==> src/rtl/sck_prescaler_pkg.sv <==
package sck_prescaler_pkg;

    // Field geometry of the scale word
    localparam int PRE_W      = 5;   // coarse prescale field width
    localparam int CODE_W     = 3;   // power-of-two code width
    localparam int PRE_LSB    = 8;
    localparam int CODE_LSB   = 0;
    localparam int CFG_W      = 16;
    localparam int POW_MAX    = 4;   // largest code that divides
    localparam int BYPASS_SEL = 7;   // code that passes the clock through

    // Half period = (pre+1) << pow, largest (2**PRE_W) << POW_MAX
    localparam int HALF_W = PRE_W + 1 + POW_MAX;

    typedef struct packed {
        logic              bypass;
        logic [HALF_W-1:0] half;
    } sck_setting_t;

    function automatic sck_setting_t decode_scale(
        input logic [PRE_W-1:0]  pre,
        input logic [CODE_W-1:0] code
    );
        sck_setting_t s;
        logic [CODE_W-1:0] pow;
        pow      = (code > CODE_W'(POW_MAX)) ? CODE_W'(POW_MAX) : code;
        s.bypass = (code == CODE_W'(BYPASS_SEL));
        s.half   = (HALF_W'(pre) + HALF_W'(1)) << pow;
        return s;
    endfunction

endpackage

==> src/rtl/sck_cfg_latch.sv <==
module sck_cfg_latch
    import sck_prescaler_pkg::*;
(
    input  logic              clk,
    input  logic              rst,
    input  logic              en,
    input  logic              idle_in,
    input  logic [PRE_W-1:0]  pre_in,
    input  logic [CODE_W-1:0] code_in,
    output sck_setting_t      setting_q,
    output logic              idle_q
);

    always_ff @(posedge clk) begin
        if (rst || !en) begin
            setting_q <= decode_scale(pre_in, code_in);
            idle_q    <= idle_in;
        end
    end

    // captured setting frozen while running
    assert_hold_cfg_R8: assert property (@(posedge clk) disable iff (rst)
        en |=> ($stable(setting_q) && $stable(idle_q)));

endmodule

==> src/rtl/sck_div_core.sv <==
module sck_div_core
    import sck_prescaler_pkg::*;
(
    input  logic         clk,
    input  logic         rst,
    input  logic         en,
    input  logic         idle_in,
    input  logic         idle_q,
    input  sck_setting_t setting,
    output logic         sck_o,
    output logic         tick_o
);

    logic [HALF_W-1:0] cnt_q;
    logic              phase_q;
    logic              wrap;

    assign wrap = (cnt_q == (setting.half - HALF_W'(1)));

    always_ff @(posedge clk) begin
        if (rst || !en) begin
            cnt_q   <= '0;
            phase_q <= 1'b0;
            sck_o   <= idle_in;
            tick_o  <= 1'b0;
        end else if (setting.bypass) begin
            cnt_q   <= '0;
            tick_o  <= 1'b1;
        end else if (wrap) begin
            cnt_q   <= '0;
            phase_q <= ~phase_q;
            sck_o   <= ~sck_o;
            tick_o  <= phase_q;
        end else begin
            cnt_q   <= cnt_q + HALF_W'(1);
            tick_o  <= 1'b0;
        end
    end

    assert_idle_off_R7: assert property (@(posedge clk) disable iff (rst)
        !en |=> ((sck_o == $past(idle_in)) && !tick_o));

    assert_tick_at_idle_R6: assert property (@(posedge clk) disable iff (rst)
        tick_o |-> (sck_o == idle_q));

    assert_toggle_on_wrap_R6: assert property (@(posedge clk) disable iff (rst)
        (en && !setting.bypass && !wrap) |=> $stable(sck_o));

    assert_bypass_tick_R3: assert property (@(posedge clk) disable iff (rst)
        (en && setting.bypass) |=> (tick_o && $stable(sck_o)));

    assert_cnt_bound_R5: assert property (@(posedge clk) disable iff (rst)
        (en && !setting.bypass) |-> (cnt_q < setting.half));

endmodule

==> src/rtl/sck_prescaler.sv <==
module sck_prescaler
    import sck_prescaler_pkg::*;
(
    input  logic             clk,
    input  logic             rst,
    input  logic             sck_en,
    input  logic             sck_idle,
    input  logic [CFG_W-1:0] scale_cfg,
    output logic             sck_o,
    output logic             tick_o
);

    sck_setting_t setting_q;
    logic         idle_q;
    logic         cfg_unused;

    // only the two fields reach the decoder
    assign cfg_unused = ^{scale_cfg[CFG_W-1:PRE_LSB+PRE_W],
                          scale_cfg[PRE_LSB-1:CODE_LSB+CODE_W]};

    sck_cfg_latch u_latch (
        .clk       (clk),
        .rst       (rst),
        .en        (sck_en),
        .idle_in   (sck_idle),
        .pre_in    (scale_cfg[PRE_LSB +: PRE_W]),
        .code_in   (scale_cfg[CODE_LSB +: CODE_W]),
        .setting_q (setting_q),
        .idle_q    (idle_q)
    );

    sck_div_core u_core (
        .clk     (clk),
        .rst     (rst),
        .en      (sck_en),
        .idle_in (sck_idle),
        .idle_q  (idle_q),
        .setting (setting_q),
        .sck_o   (sck_o),
        .tick_o  (tick_o)
    );

    // output held at the idle level under reset
    assert_reset_idle_R9: assert property (@(posedge clk)
        rst |=> (sck_o == $past(sck_idle)) && !tick_o);

endmodule

==> config.mk <==
export PLATFORM = sky130hd
export DESIGN_NAME = sck_prescaler
export DESIGN_NICKNAME = d
export VERILOG_FILES = /design/src/rtl/sck_prescaler_pkg.sv /design/src/rtl/sck_cfg_latch.sv /design/src/rtl/sck_div_core.sv /design/src/rtl/sck_prescaler.sv
export SDC_FILE = /design/constraint.sdc
export NUM_CORES = 1
export LEC_CHECK = 0
export ABC_AREA = 1
export BUFFER_PORTS_ARGS = -buffer_cell sky130_fd_sc_hd__buf_2
export CORE_MARGIN = 2
export CORE_UTILIZATION = 52
export DETAILED_ROUTE_END_ITERATION = 6
export PLACE_DENSITY = 0.78
export SKIP_LAST_GASP = 1
export SYNTH_ARGS = -nofsm -noshare
export SYNTH_HDL_FRONTEND = slang
export SYNTH_HIERARCHICAL = 1
export SYNTH_SLANG_ARGS = --single-unit
==> constraint.sdc <==
create_clock -name clk -period 1.8 [get_ports clk]
set_input_delay 0.36 -clock clk [delete_from_list [all_inputs] [get_ports clk]]
set_output_delay 0.36 -clock clk [all_outputs]
set_load 0.01 [all_outputs]
==> results.json <==
{
  "max_clock_freq_mhz": 543.0,
  "diodes": 0,
  "critical_path.startpoint": "u_latch/setting_q[0]",
  "path_max_fanout": 5,
  "hold_viol_final": 0,
  "crit_top_cell": "nand2_1",
  "drive_above_1_share_pct": 24.91,
  "cpMaxStageDelayCell": "edfxtp_1",
  "crit_required_ps": 1860,
  "tightest_slew_ps": 426.4,
  "multiInputGateArea_um2": 1008,
  "maxSlewHeadroom_pct": 71.50,
  "status": "finished with violations",
  "clockBufferDepth": 2,
  "drc_errors": 0,
  "dp_hpwl_um": 2596,
  "drt_first_iter_violations": 62,
  "dr_total_vias": 1526,
  "clk_latency_ps": 320,
  "r2r_end": "u_core/sck_o",
  "start_kind": "flip-flop",
  "rows": 20,
  "cp_cell_sequence": "inv_2 > ha_4 > nand2_4 > nor2_4 > nor2_1 > nor2_1 > nand2_1 > nor2_2 > nand3_2 > nor2_4 > nand2_1 > nand2_1",
  "synth_cells": 242,
  "path_class": "reg2reg",
  "avgSynthCellArea_um2": 7.042,
  "ant_nets": 0,
  "grt_max_degree": 15,
  "dieArea_um2": 3751,
  "leakage_uw": 0.0008793,
  "die_x_um": 61.25,
  "setup_viol": 1,
  "violations": "negative setup slack",
  "final_cell_area_um2": 1983,
  "p_per_area_nw_per_um2": 686.5,
  "crit_end": "u_core/sck_o",
  "cts_buffers": 3,
  "grt_pass1_vias": 1358,
  "critPathCaptureType": "flip-flop",
  "initial_utilization_pct": 55.37,
  "clock_sinks": 24,
  "fill_cells": 294,
  "core_area_um2": 3078,
  "peakVddDrop_v": 0.0003909,
  "grt_pass1_wl_um": 5423,
  "overflow": 0,
  "fin_crit_ps": 1842,
  "dieHeight_um": 61.25,
  "finalCritPeriodShare_pct": 102.3,
  "regArea_um2": 600.6,
  "routedWlPerCell_um": 10.17,
  "boundaryPins": 22,
  "maxSlewViolCount": 0,
  "place.port_buffers": 13,
  "slowest_delay_ps": 440,
  "r2r-start": "u_latch/setting_q[0]",
  "cap_viol_max_count": 0,
  "rsz0062_at_grt": "true",
  "antenna_found_initial": 0,
  "track_usage_pct": 19.13,
  "reg2reg_depth": 12,
  "nets": 289,
  "drt-pass1-iter-count": 4,
  "hp-class": "in2reg",
  "timing.setup.tns_ps": -41.77,
  "reg2reg_slack_ps": -40,
  "viasPerCell": 4.939,
  "clk_pin_slew_ps": 130,
  "htreeDepth": 1,
  "postPlaceCellArea_um2": 1889,
  "skew_ps": 11.12,
  "syn_to_final_growth_pct": 16.37,
  "fin_ws_ps": -41.77,
  "cts_hold_buffers": 0,
  "synth_warnings": 6,
  "cts_root_buf": "clkbuf_4",
  "syn-num-nets": 265,
  "syn-cell-area_um2": 1704,
  "place.gp.congestion": 0.8550,
  "wl_um": 3144,
  "cts_tree": "yes",
  "arrival_ps": 1900,
  "whs_ps": 346.0
}
## metrics by stage
stage / util (%) / setup slack [ps] / std cells / total power, uW
floorplan: - / -52.75 / 242 / 887.8
global placement: 61.38 / -63.00 / 305 / 971.1
detailed placement: 61.38 / -77.84 / 305 / 980.2
CTS: 63.09 / -63.91 / 309 / 1360
global route: 64.43 / -212.2 / 309 / 1449
finish: 64.43 / -41.77 / 309 / 1361
## final cells by class
class	count	area share (%)
Timing Repair Buffer	21	6.498
Clock inverter	1	1.514
Multi-Input combinational cell	182	50.85
Inverter	34	6.940
Clock buffer	3	1.136
Tap cell	44	2.776
Sequential cell	24	30.28
## worst max-delay path: cells and delay by family (launching register included)
| family | cells | cell delay, ps |
|---|---|---|
| flops | 1 | 440 |
| buf+inv | 1 | 90 |
| fa+ha+maj | 1 | 140 |
| simple gates | 10 | 930 |
## sequential cells by signal (all words and copies together), names as in the netlist
register,count
u_latch/setting_q,11
u_core/phase_q,1
u_core/tick_o,1
u_core/sck_o,1
u_core/cnt_q,10
## repair_timing
| item | 4_1_cts | 5_1_grt |
|---|---|---|
| buffers inserted | 0 | 0 |
| resized for setup | 1 | 12 |
| cloned | 0 | 0 |
| pin swaps | 3 | 2 |
| endpoints found under the setup margin | 10 | 13 |
## worst min path at each step
stage                         startpoint             end  slack (ps)  depth (start not counted)
after floorplan           u_core/phase_q   u_core/tick_o         460                          2
after global placement    u_core/phase_q   u_core/tick_o         470                          2
after detailed placement  u_core/phase_q   u_core/tick_o         480                          2
after CTS                            rst  u_core/phase_q         310                          4
after global routing                 rst  u_core/phase_q         370                          4
final                           sck_idle    u_core/sck_o         350                          3
## power breakdown
part	switching [uW]	total (uW)	internal (uW)	leakage (uW)
Clock	155	380	225	0.0000279
Combinational	198	327	129	0.000628
Sequential	39.5	654	615	0.000223
## placed cells by master (no fill, tap or decap), types with 6 or more instances in the layout
master    instances
inv_1            24
nand2_1          70
xor2_1            6
nor2_1           24
buf_4             7
nand3_1          26
edfxtp_1         12
buf_2            13
inv_2             7
dfxtp_1          12
## routing by layer
| layer | share of wire (%) | global-route usage, % | vias to the layer above |
|---|---|---|---|
| met4 | 1.4 | 8.696 | 0 |
| li1 | - | - | 821 |
| met5 | 0 | 0 | - |
| met2 | 50 | 34.19 | 25 |
| met3 | 1.9 | 0.6303 | 4 |
| met1 | 46 | 23.88 | 676 |
Power figures use the tool's default switching activity.
